**config.mk**
```make
export PLATFORM = sky130hd
export DESIGN_NAME = wdog_twostage
export DESIGN_NICKNAME = d
export VERILOG_FILES = /design/src/rtl/wdog_pkg.sv /design/src/rtl/wdog_keygate.sv /design/src/rtl/wdog_regfile.sv /design/src/rtl/wdog_counter.sv /design/src/rtl/wdog_twostage.sv
export SDC_FILE = /design/constraint.sdc
export NUM_CORES = 1
export LEC_CHECK = 0
export BUFFER_PORTS_ARGS = -buffer_cell sky130_fd_sc_hd__buf_2
export CORE_MARGIN = 2
export CORE_UTILIZATION = 55
export DETAILED_ROUTE_END_ITERATION = 12
export GPL_TIMING_DRIVEN = 0
export PLACE_DENSITY = 0.77
export SYNTH_ARGS = -nofsm -noshare
export SYNTH_HDL_FRONTEND = slang
export SYNTH_SLANG_ARGS = --single-unit
```
**constraint.sdc**
```tcl
create_clock -name clk -period 5.7 [get_ports clk]
set_input_delay 0.285 -clock clk [delete_from_list [all_inputs] [get_ports clk]]
set_output_delay 0.285 -clock clk [all_outputs]
set_load 0.005 [all_outputs]
```
**src/rtl/wdog_pkg.sv**
```systemverilog
// Shared offsets, key bytes and control layout for the two-stage watchdog.
// Assumes a byte-offset bus where byte registers use data bits [7:0].
package wdog_pkg;
    localparam logic [4:0] OFS_PRE1 = 5'h00;
    localparam logic [4:0] OFS_PRE2 = 5'h04;
    localparam logic [4:0] OFS_KEY  = 5'h0C;
    localparam logic [4:0] OFS_CMD  = 5'h0D;
    localparam logic [4:0] OFS_CTRL = 5'h10;
    localparam logic [4:0] OFS_CNT  = 5'h14;
    localparam logic [4:0] OFS_LOCK = 5'h18;

    localparam logic [7:0] KEY_FIRST  = 8'h80;
    localparam logic [7:0] KEY_SECOND = 8'h86;

    typedef enum logic [1:0] {KG_IDLE, KG_HALF, KG_OPEN} kg_state_t;

    // Control bits [5:2] in order: toggle disable, reset enable, warm select, prescaler
    typedef struct packed {
        logic tog_dis;
        logic rst_en;
        logic warm;
        logic presc;
    } ctrl_t;
endpackage

```
**src/rtl/wdog_keygate.sv**
```systemverilog
// Unlock detector: tracks the two-byte key at the key offset and opens
// a one-write window. Any write that is not the next key byte closes it.
// Assumes one bus write per cycle at most.
module wdog_keygate
    import wdog_pkg::*;
(
    input  logic       clk,
    input  logic       rst_n,
    input  logic       wr,
    input  logic [4:0] addr,
    input  logic [7:0] wbyte,
    output logic       key_open
);
    kg_state_t state_q;

    // Key state machine: every write either advances the key or drops it
    always_ff @(posedge clk) begin
        if (!rst_n) begin
            state_q <= KG_IDLE;
        end else if (wr) begin
            if (addr == OFS_KEY && wbyte == KEY_FIRST)
                state_q <= KG_HALF;
            else if (addr == OFS_KEY && wbyte == KEY_SECOND && state_q == KG_HALF)
                state_q <= KG_OPEN;
            else
                state_q <= KG_IDLE;
        end
    end

    assign key_open = (state_q == KG_OPEN);

    // the window opens only right after the second key byte
    p_key_open_r1: assert property (@(posedge clk) disable iff (!rst_n)
        $rose(key_open) |-> $past(wr && addr == OFS_KEY && wbyte == KEY_SECOND));

    // any write drops an open window
    p_key_single_r2: assert property (@(posedge clk) disable iff (!rst_n)
        (key_open && wr) |=> !key_open);
endmodule

```
**src/rtl/wdog_regfile.sv**
```systemverilog
// Register file: preloads, control, lock/enable and the readback mux.
// Produces single-cycle start, reload and flag-clear strobes for the counter.
// Assumes key_open comes from the unlock detector in the same cycle.
module wdog_regfile
    import wdog_pkg::*;
#(
    parameter int PRE_W = 20,
    parameter int CNT_W = 35
) (
    input  logic             clk,
    input  logic             rst_n,
    input  logic             wr,
    input  logic [4:0]       addr,
    input  logic [31:0]      wdata,
    input  logic             key_open,
    input  logic [CNT_W-1:0] cnt,
    input  logic             flag,
    output logic [PRE_W-1:0] pre1,
    output logic [PRE_W-1:0] pre2,
    output ctrl_t            ctrl,
    output logic             enable,
    output logic             start,
    output logic             reload,
    output logic             clr_flag,
    output logic [31:0]      rdata
);
    localparam int RD_SH = (CNT_W > 32) ? CNT_W - 32 : 0;

    logic             lock_q, en_q;
    logic [PRE_W-1:0] pre1_q, pre2_q;
    ctrl_t            ctrl_q;
    logic             prot_sel, prot_ok, lock_wr;
    logic [CNT_W-1:0] cnt_view;

    assign prot_sel = (addr == OFS_PRE1) || (addr == OFS_PRE2) || (addr == OFS_CMD);
    assign prot_ok  = wr && prot_sel && key_open;
    assign lock_wr  = wr && (addr == OFS_LOCK) && !lock_q;

    // Preload storage: keyed writes only, frozen by the lock
    always_ff @(posedge clk) begin
        if (!rst_n) begin
            pre1_q <= '0;
            pre2_q <= '0;
        end else if (prot_ok && !lock_q) begin
            if (addr == OFS_PRE1) pre1_q <= wdata[PRE_W-1:0];
            if (addr == OFS_PRE2) pre2_q <= wdata[PRE_W-1:0];
        end
    end

    // Control register: plain write, frozen by the lock
    always_ff @(posedge clk) begin
        if (!rst_n)
            ctrl_q <= '0;
        else if (wr && addr == OFS_CTRL && !lock_q)
            ctrl_q <= ctrl_t'(wdata[5:2]);
    end

    // Lock and enable: ignored once the lock bit is set
    always_ff @(posedge clk) begin
        if (!rst_n) begin
            lock_q <= 1'b0;
            en_q   <= 1'b0;
        end else if (lock_wr) begin
            lock_q <= wdata[0];
            en_q   <= wdata[1];
        end
    end

    assign start    = lock_wr && wdata[1] && !en_q;
    assign reload   = prot_ok && (addr == OFS_CMD) && wdata[0];
    assign clr_flag = prot_ok && (addr == OFS_CMD) && wdata[1];
    assign pre1     = pre1_q;
    assign pre2     = pre2_q;
    assign ctrl     = ctrl_q;
    assign enable   = en_q;
    assign cnt_view = cnt >> RD_SH;

    // Readback mux by offset
    always_comb begin
        rdata = '0;
        case (addr)
            OFS_PRE1: rdata = 32'(pre1_q);
            OFS_PRE2: rdata = 32'(pre2_q);
            OFS_KEY:  rdata[9] = flag;
            OFS_CTRL: rdata[5:2] = ctrl_q;
            OFS_CNT:  rdata = 32'(cnt_view);
            OFS_LOCK: rdata[1:0] = {en_q, lock_q};
            default:  rdata = '0;
        endcase
    end

    // the lock bit is sticky until reset
    p_lock_sticky_r4: assert property (@(posedge clk) disable iff (!rst_n)
        lock_q |=> lock_q);

    // a locked timer cannot be switched off
    p_enable_held_r4: assert property (@(posedge clk) disable iff (!rst_n)
        (lock_q && en_q) |=> en_q);

    // configuration does not move while locked
    p_cfg_frozen_r5: assert property (@(posedge clk) disable iff (!rst_n)
        lock_q |=> ($stable(ctrl_q) && $stable(pre1_q) && $stable(pre2_q)));
endmodule

```
**src/rtl/wdog_counter.sv**
```systemverilog
// Down counter and stage sequencer. Loads a preload into the upper bits
// (prescaler on, fraction filled with ones) or the lower bits (off), so a
// preload N lasts N+1 units. It drives the flag, the pin and the reset requests.
// Assumes start/reload/clr_flag are single-cycle strobes.
module wdog_counter
    import wdog_pkg::*;
#(
    parameter int PRE_W  = 20,
    parameter int FRAC_W = 15,
    localparam int CNT_W = PRE_W + FRAC_W
) (
    input  logic             clk,
    input  logic             rst_n,
    input  logic             enable,
    input  logic             start,
    input  logic             reload,
    input  logic             clr_flag,
    input  ctrl_t            ctrl,
    input  logic [PRE_W-1:0] pre1,
    input  logic [PRE_W-1:0] pre2,
    output logic [CNT_W-1:0] cnt,
    output logic             flag,
    output logic             pin,
    output logic             warm_req,
    output logic             cold_req
);
    logic [CNT_W-1:0] cnt_q;
    logic             stage2_q, flag_q, pin_q, warm_q, cold_q;
    logic             restart, at_zero, exp1, exp2;

    function automatic logic [CNT_W-1:0] load_val(input logic [PRE_W-1:0] p, input logic ps);
        if (ps) return {p, {FRAC_W{1'b1}}};
        return {{FRAC_W{1'b0}}, p};
    endfunction

    assign restart = start || reload;
    assign at_zero = (cnt_q == '0);
    assign exp1    = enable && !restart && at_zero && !stage2_q;
    assign exp2    = enable && !restart && at_zero && stage2_q;

    // Counter and stage: restart wins, else count down and switch stage at zero
    always_ff @(posedge clk) begin
        if (!rst_n) begin
            cnt_q    <= '0;
            stage2_q <= 1'b0;
        end else if (restart) begin
            cnt_q    <= load_val(pre1, ctrl.presc);
            stage2_q <= 1'b0;
        end else if (enable) begin
            if (exp1) begin
                cnt_q    <= load_val(pre2, ctrl.presc);
                stage2_q <= 1'b1;
            end else if (exp2) begin
                cnt_q    <= load_val(pre1, ctrl.presc);
                stage2_q <= 1'b0;
            end else begin
                cnt_q    <= cnt_q - 1'b1;
            end
        end
    end

    // Timeout flag: set on stage-1 expiry, cleared by command
    always_ff @(posedge clk) begin
        if (!rst_n)        flag_q <= 1'b0;
        else if (exp1)     flag_q <= 1'b1;
        else if (clr_flag) flag_q <= 1'b0;
    end

    // Stage-2 action: sticky reset request or pin toggle
    always_ff @(posedge clk) begin
        if (!rst_n) begin
            pin_q  <= 1'b0;
            warm_q <= 1'b0;
            cold_q <= 1'b0;
        end else if (exp2) begin
            if (ctrl.rst_en) begin
                if (ctrl.warm) warm_q <= 1'b1;
                else           cold_q <= 1'b1;
            end else if (!ctrl.tog_dis) begin
                pin_q <= !pin_q;
            end
        end
    end

    assign cnt      = cnt_q;
    assign flag     = flag_q;
    assign pin      = pin_q;
    assign warm_req = warm_q;
    assign cold_req = cold_q;

    // stage-1 expiry always leaves the flag set
    p_flag_on_exp_r7: assert property (@(posedge clk) disable iff (!rst_n)
        exp1 |=> (flag_q && stage2_q));

    // reset requests hold and never both rise
    p_req_hold_r8: assert property (@(posedge clk) disable iff (!rst_n)
        (warm_q || cold_q) |=> (warm_q || cold_q));
    p_req_excl_r8: assert property (@(posedge clk) disable iff (!rst_n)
        !(warm_q && cold_q));

    // the pin only moves on a stage-2 expiry with reset disabled
    p_pin_cause_r9: assert property (@(posedge clk) disable iff (!rst_n)
        (pin_q != $past(pin_q)) |-> $past(exp2 && !ctrl.rst_en));
endmodule

```
**src/rtl/wdog_twostage.sv**
```systemverilog
// Top of the key-protected two-stage watchdog: joins the unlock detector,
// the register file and the counter. Assumes a single clock domain.
module wdog_twostage
    import wdog_pkg::*;
#(
    parameter int PRE_W  = 20,
    parameter int FRAC_W = 15
) (
    input  logic        clk,
    input  logic        rst_n,
    input  logic        bus_wr,
    input  logic [4:0]  bus_addr,
    input  logic [31:0] bus_wdata,
    output logic [31:0] bus_rdata,
    output logic        tout_flag,
    output logic        tout_pin,
    output logic        rst_req_warm,
    output logic        rst_req_cold
);
    localparam int CNT_W = PRE_W + FRAC_W;

    logic             key_open, enable, start, reload, clr_flag, flag;
    logic [PRE_W-1:0] pre1, pre2;
    logic [CNT_W-1:0] cnt;
    ctrl_t            ctrl;

    wdog_keygate u_key (
        .clk(clk), .rst_n(rst_n), .wr(bus_wr), .addr(bus_addr),
        .wbyte(bus_wdata[7:0]), .key_open(key_open)
    );

    wdog_regfile #(.PRE_W(PRE_W), .CNT_W(CNT_W)) u_regs (
        .clk(clk), .rst_n(rst_n), .wr(bus_wr), .addr(bus_addr), .wdata(bus_wdata),
        .key_open(key_open), .cnt(cnt), .flag(flag), .pre1(pre1), .pre2(pre2),
        .ctrl(ctrl), .enable(enable), .start(start), .reload(reload),
        .clr_flag(clr_flag), .rdata(bus_rdata)
    );

    wdog_counter #(.PRE_W(PRE_W), .FRAC_W(FRAC_W)) u_cnt (
        .clk(clk), .rst_n(rst_n), .enable(enable), .start(start), .reload(reload),
        .clr_flag(clr_flag), .ctrl(ctrl), .pre1(pre1), .pre2(pre2), .cnt(cnt),
        .flag(flag), .pin(tout_pin), .warm_req(rst_req_warm), .cold_req(rst_req_cold)
    );

    assign tout_flag = flag;
endmodule

```
After elaboration in Yosys (flattened, before gate mapping)
Cells that the tools add are included.
W data, S select, Z words.
Word-level totals
  register bits: 88
  input bits: 40
  output and inout bits: 36
  word-level logic and storage cells: 101
Operators by class
  $add $sub $neg: 1
  equality and inequality tests: 10
  multiplexer cells: 32
  bitwise logic cells: 4
  reduce and logical (&&, ||, !) cells: 39
Operators by type and width (count)
  $mux W35: 9
  $pmux W22 S3: 1
  $logic_not A35 Y1: 1
  $sub A35 B1 Y35 const B: 1
  $logic_and A1 B1 Y1: 19
  $eq A8 B8 Y1 const B: 2
  $mux W1: 16
  $pmux W4 S4: 1
  $eq A5 B5 Y1 const B: 3
  $eq A5 B4 Y1 const B: 2
  $pmux W3 S3: 1
  $reduce_and A3 Y1: 3
  $pmux W2 S4: 1
  $reduce_and A2 Y1: 3
  $reduce_bool A2 Y1: 3
  $eq A5 B3 Y1 const B: 1
  $logic_not A1 Y1: 5
  $logic_not A5 Y1: 1
  $mux W2: 2
  $not A1 Y1: 4
  $pmux W1 S4: 1
  $logic_or A1 B1 Y1: 3
  $eq A2 B1 Y1 const B: 1
  $eq A2 B2 Y1 const B: 1
  $reduce_or A2 Y1: 1

Logic depth before layout (Yosys ltp)
  depth in word-level cells: 22
  gate-level depth with buffers: 11
  gate-level depth less buffers: 9

By module
A second synthesis with hierarchy kept.
Unflattened totals
  cells, all modules: 716
  area total of the unflattened synthesis: 5824.3 µm²
Modules (own cells, without submodules)
  wdog_counter: instances 1, cells an instance 433, area each 3285.7 µm², seq. area each 800.8 µm²
  wdog_regfile: instances 1, cells an instance 269, area each 2406.1 µm², seq. area each 920.9 µm²
  wdog_keygate: instances 1, cells an instance 14, area each 132.6 µm², seq. area each 40.0 µm²

Least setup slack after synthesis
OpenSTA, ideal clock, no wires.
  path kind: register to register
  start point: reg u_cnt.cnt_q[16], in the netlist u_cnt.cnt[16]
  end point: reg u_cnt.cnt_q[14], in the netlist u_cnt.cnt[14]
  library setup time: 117 ps
  arrival time: 2285 ps
  required time: 5583 ps
  slack: 3297 ps
  stages on the path, launching flop included: 8
  buffers on the path: 1
  clock period less this slack: 2403 ps
  cells stage by stage: dfxtp_1 or4_4 nor4_4 nand4_2 nand2b_1 buf_2 or3_1 a32o_1
On the way
  cells in the longest elaborated chain, start to end: 7
  elaborated cells between the ends (all ways): 8
  classes of those cells: mux: 4; reduce/logical: 4
Ends and longest elaborated chain
  start, declared: line wdog_counter.sv:27  | logic [CNT_W-1:0] cnt_q;
  start signal, assigned: line wdog_counter.sv:47  | cnt_q <= load_val(pre1, ctrl.presc);
  start signal, assigned: line wdog_counter.sv:51  | cnt_q <= load_val(pre2, ctrl.presc);
  start signal, assigned: line wdog_counter.sv:54  | cnt_q <= load_val(pre1, ctrl.presc);
  $logic_not A35 Y1 (*): line wdog_counter.sv:37  | assign at_zero = (cnt_q == '0);
  $logic_and A1 B1 Y1 (*): line wdog_counter.sv:38, wdog_counter.sv:39
  $logic_and A1 B1 Y1: line wdog_counter.sv:39  | assign exp2 = enable && !restart && at_zero && stage2_q;
  $mux W35: line wdog_counter.sv:53  | end else if (exp2) begin
  $mux W35 (*): line wdog_counter.sv:50  | if (exp1) begin
  $mux W35 (*): line wdog_counter.sv:49  | end else if (enable) begin
  $mux W35 (*): line wdog_counter.sv:46  | end else if (restart) begin
Every way passes the cells marked *; elsewhere a longest branch is shown, timed or not. The select of a mux whose other input is x is not followed.
A chain may end at the register's enable or synchronous reset.

Worst setup path in the final report
  start point: reg u_cnt.cnt_q[5], in the netlist u_cnt.cnt[5]
  end point: reg u_cnt.cnt_q[32], in the netlist u_cnt.cnt[32]
On the way
  cells in the longest elaborated chain, start to end: 7
  elaborated cells between the ends (all ways): 9
  classes of those cells: add/sub: 1; mux: 4; reduce/logical: 4
Ends and longest elaborated chain (line)
  branches (longest 4 deep; another with $sub A35 B1 Y35)
  $mux W35 (*): wdog_counter.sv:50
  $mux W35 (*): wdog_counter.sv:49
  $mux W35 (*): wdog_counter.sv:46
Every way passes the cells marked *. The select of a mux whose other input is x is not followed.

==> qor.csv <==
metric,value,unit
fill_cells,872,
core_area,9680,sq um
final_common_cell,nor2_1,
skew,0.0196,ns
regToRegEndpoint,u_cnt.cnt[32],
whs_path_depth,3,
wire_per_inst,23.7,microns
final_cell_count_no_fill,919,
swShare,28.4,%
final_cell_mix,"nor2_1, dfxtp_1, nand2_1",
firstDrtPassIters,6,
die_h,104,microns
drc,0,
ff2ff_setup_slack,2.42,ns
fmax,0.305,GHz
insertion_delay,0.38,ns
dieWidth,104,microns
cts_buffers,9,
fin_crit_sh,57.6,%
layout_min_cycle_time,3.28,ns
clock_path_buffers,2,
drtIter0Drc,824,
grt_pass1_wl,33200,microns
synth-edff-count,0,
r2r-start,u_cnt.cnt[5],
synth_xor_area_share,3.38,%
finalSetupTns,0,ns
syn_to_final_growth,13.0,%
grt_use_met1,52.8,%
viasPerCell,6.61,
final-seq-area,1760,sq um
ys_seq_area_share,32.3,%
setup_violations,0,
syn-cell-area,5450,sq um
rsz0062_at_grt,false,
worst_ir_drop_vdd,0.235,mV
postSynthAreaPerCell,7.69,sq um
maxCapViolCount,0,
ant_nets,0,
worstPathMaxFanout,8,
critPathKind,flip-flop to flip-flop,
cts_sinks,88,
globalRouteTotalUtil,40.1,%
fin_util,63.6,%
ys_types,58,
max_slew_margin,22.3,%
async_reset_ff_share,0,%
syn_nets,750,
p_int,0.923,mW
gp_congestion,1.00,
multi_input_area,3430,sq um
port_buffers,61,
ys_ff_latch,88,
grt_overflow_total,0,
hold_buffers,0,
pwr-share-seq,48.1,%
synthAdderAreaFrac,0.459,%
yosys.area_share.simple,27.3,%
final-max-slew-violation-count,0,
cts_setup_buffers,0,
tightest_slew,1.16,ns
synthCells,708,
cts_tree,built,
gr-max-usage-layer,met2,
end_kind,flip-flop,
antenna_found_initial,0,
report.final.hold_viol_count,0,
num_vias,6071,
hp-class,primary input to flip-flop,
synth-compound-area-share,19.8,%
synth_top_family_by_area,simple AND/OR/NAND/NOR gates,
whs,0.162,ns
nets,823,
cp-startpoint,u_cnt.cnt[5],
grtUsageMet2,62.5,%
cts_max_level,3,
cp-endpoint,u_cnt.cnt[32],
cts.clk_slew.worst_paths,0.11,ns
p_leak,2.52,nW
cts_resized,0,
rows,36,
dp_hpwl,16100,microns
grt_pass1_vias,5840,
grt_max_degree,18,
switching_power,0.366,mW
pwr-share-clk,40.5,%
diodes,0,
status,finished clean,
p_comb_share,11.4,%
power_density,209,nW/um^2
synth.area.mux_share,12.1,%
pin_count,76,
cp.required,5.99,ns
yosys_warnings,0,
cp.arrival,3.57,ns
initial_core_util,56.3,%
dp.cells,902,
cts-root-buf,clkbuf_8,
cp-start-kind,flip-flop,
synthFlopType,dfxtp_1,
die_area,10700,sq um
reg2reg_depth,7,
drive_gt1_share,15.4,%
finalWirelength,21700,microns
met3_usage,9.06,%
[cell families (layout without fill, tap and decap cells)]
group	count (synthesis)	count (layout)
simple gates	305	305
flops	88	88
buf+inv	63	141
compound gates	171	171
xor+xnor	21	21
fa+ha+maj	2	2
mux	58	58
[sequential cells by signal, summed over array words and instances (netlist names)]
register,cells
u_cnt.cnt,35
u_regs.pre1,20
u_regs.pre2,20
u_regs.ctrl,4
u_key.state_q,2
u_cnt.cold_req,1
u_cnt.flag,1
u_cnt.pin,1
u_cnt.stage2_q,1
u_cnt.warm_req,1
u_regs.enable,1
u_regs.lock_q,1
[layer usage]
metal  part of all wire, %  vias to the layer above
li1                      -                     2703
met1                    39                     2832
met2                    44                      435
met3                    12                      101
met4                   4.9                        0
met5                     0                        -
[worst max-delay path: stages (launching register included)]
cell and delay (ns):
dfxtp_1 0.38, nor4_1 0.72, and3_1 0.24, clkbuf_1 0.27
nand4_2 0.21, nor4_2 0.83, a22oi_1 0.32, a21oi_1 0.22
[stage by stage]
step           setup WS [ns]  power, mW  instance area [sq um]
2_1_floorplan           3.30      0.728                   5450
3_3_place_gp            2.62      0.772                   5920
3_5_place_dp            2.57      0.775                   5920
4_1_cts                 2.54       1.28                   6150
5_1_grt                 2.24       1.32                   6160
6_report                2.42       1.29                   6160
[power groups by stage]
| stage | combinational (mW) | clock [mW] | sequential (mW) |
|---|---|---|---|
| global route | 0.158 | 0.545 | 0.621 |
| finish | 0.146 | 0.523 | 0.620 |
| floorplan | 0.0945 | 0 | 0.633 |
| detailed placement | 0.141 | 0 | 0.634 |
| global placement | 0.138 | 0 | 0.634 |
| CTS | 0.142 | 0.522 | 0.620 |
[final cells by class]
| type | count | share of cell area, % |
|---|---|---|
| buffer | 52 | 3.52 |
| clock buffer | 9 | 2.01 |
| clock inverter | 7 | 1.75 |
| inverter | 11 | 0.671 |
| multi-input combinational | 557 | 55.7 |
| sequential | 88 | 28.6 |
| tap | 133 | 2.70 |
| timing repair buffer | 62 | 5.04 |
[worst min path at each step]
stage                               from         endpoint  slack, ns
after global placement    u_cnt.cold_req   u_cnt.cold_req       0.45
final                      bus_wdata[12]  u_regs.pre2[12]       0.16
after global routing        bus_wdata[7]   u_regs.pre1[7]       0.16
after floorplan             bus_wdata[3]   u_regs.pre1[3]       0.42
after detailed placement  u_cnt.cold_req   u_cnt.cold_req       0.45
after CTS                  bus_wdata[12]  u_regs.pre2[12]       0.16
[cells in the mapped netlist (4+ instances only)]
cell,n,area (sq um)
and3_1,8,50.1
nand3_1,15,75.1
and2_1,17,106
a21oi_1,62,310
nand2_1,72,270
nor4_1,10,62.6
nor2b_1,13,81.3
nor3_1,29,145
o32ai_1,12,105
nand4_1,7,43.8
o21ai_0,31,155
o21a_1,6,45.0
clkbuf_1,39,146
inv_1,11,41.3
mux2_2,22,248
mux2i_1,32,320
mux4_2,4,90.1
dfxtp_1,88,1760
xor2_1,13,114
xnor2_1,8,70.1
or3_1,6,37.5
a211o_1,4,35.0
a22oi_1,25,188
nor2_1,104,390
buf_2,7,35.0
a31oi_1,5,31.3
(Power assumes the default switching activity.)
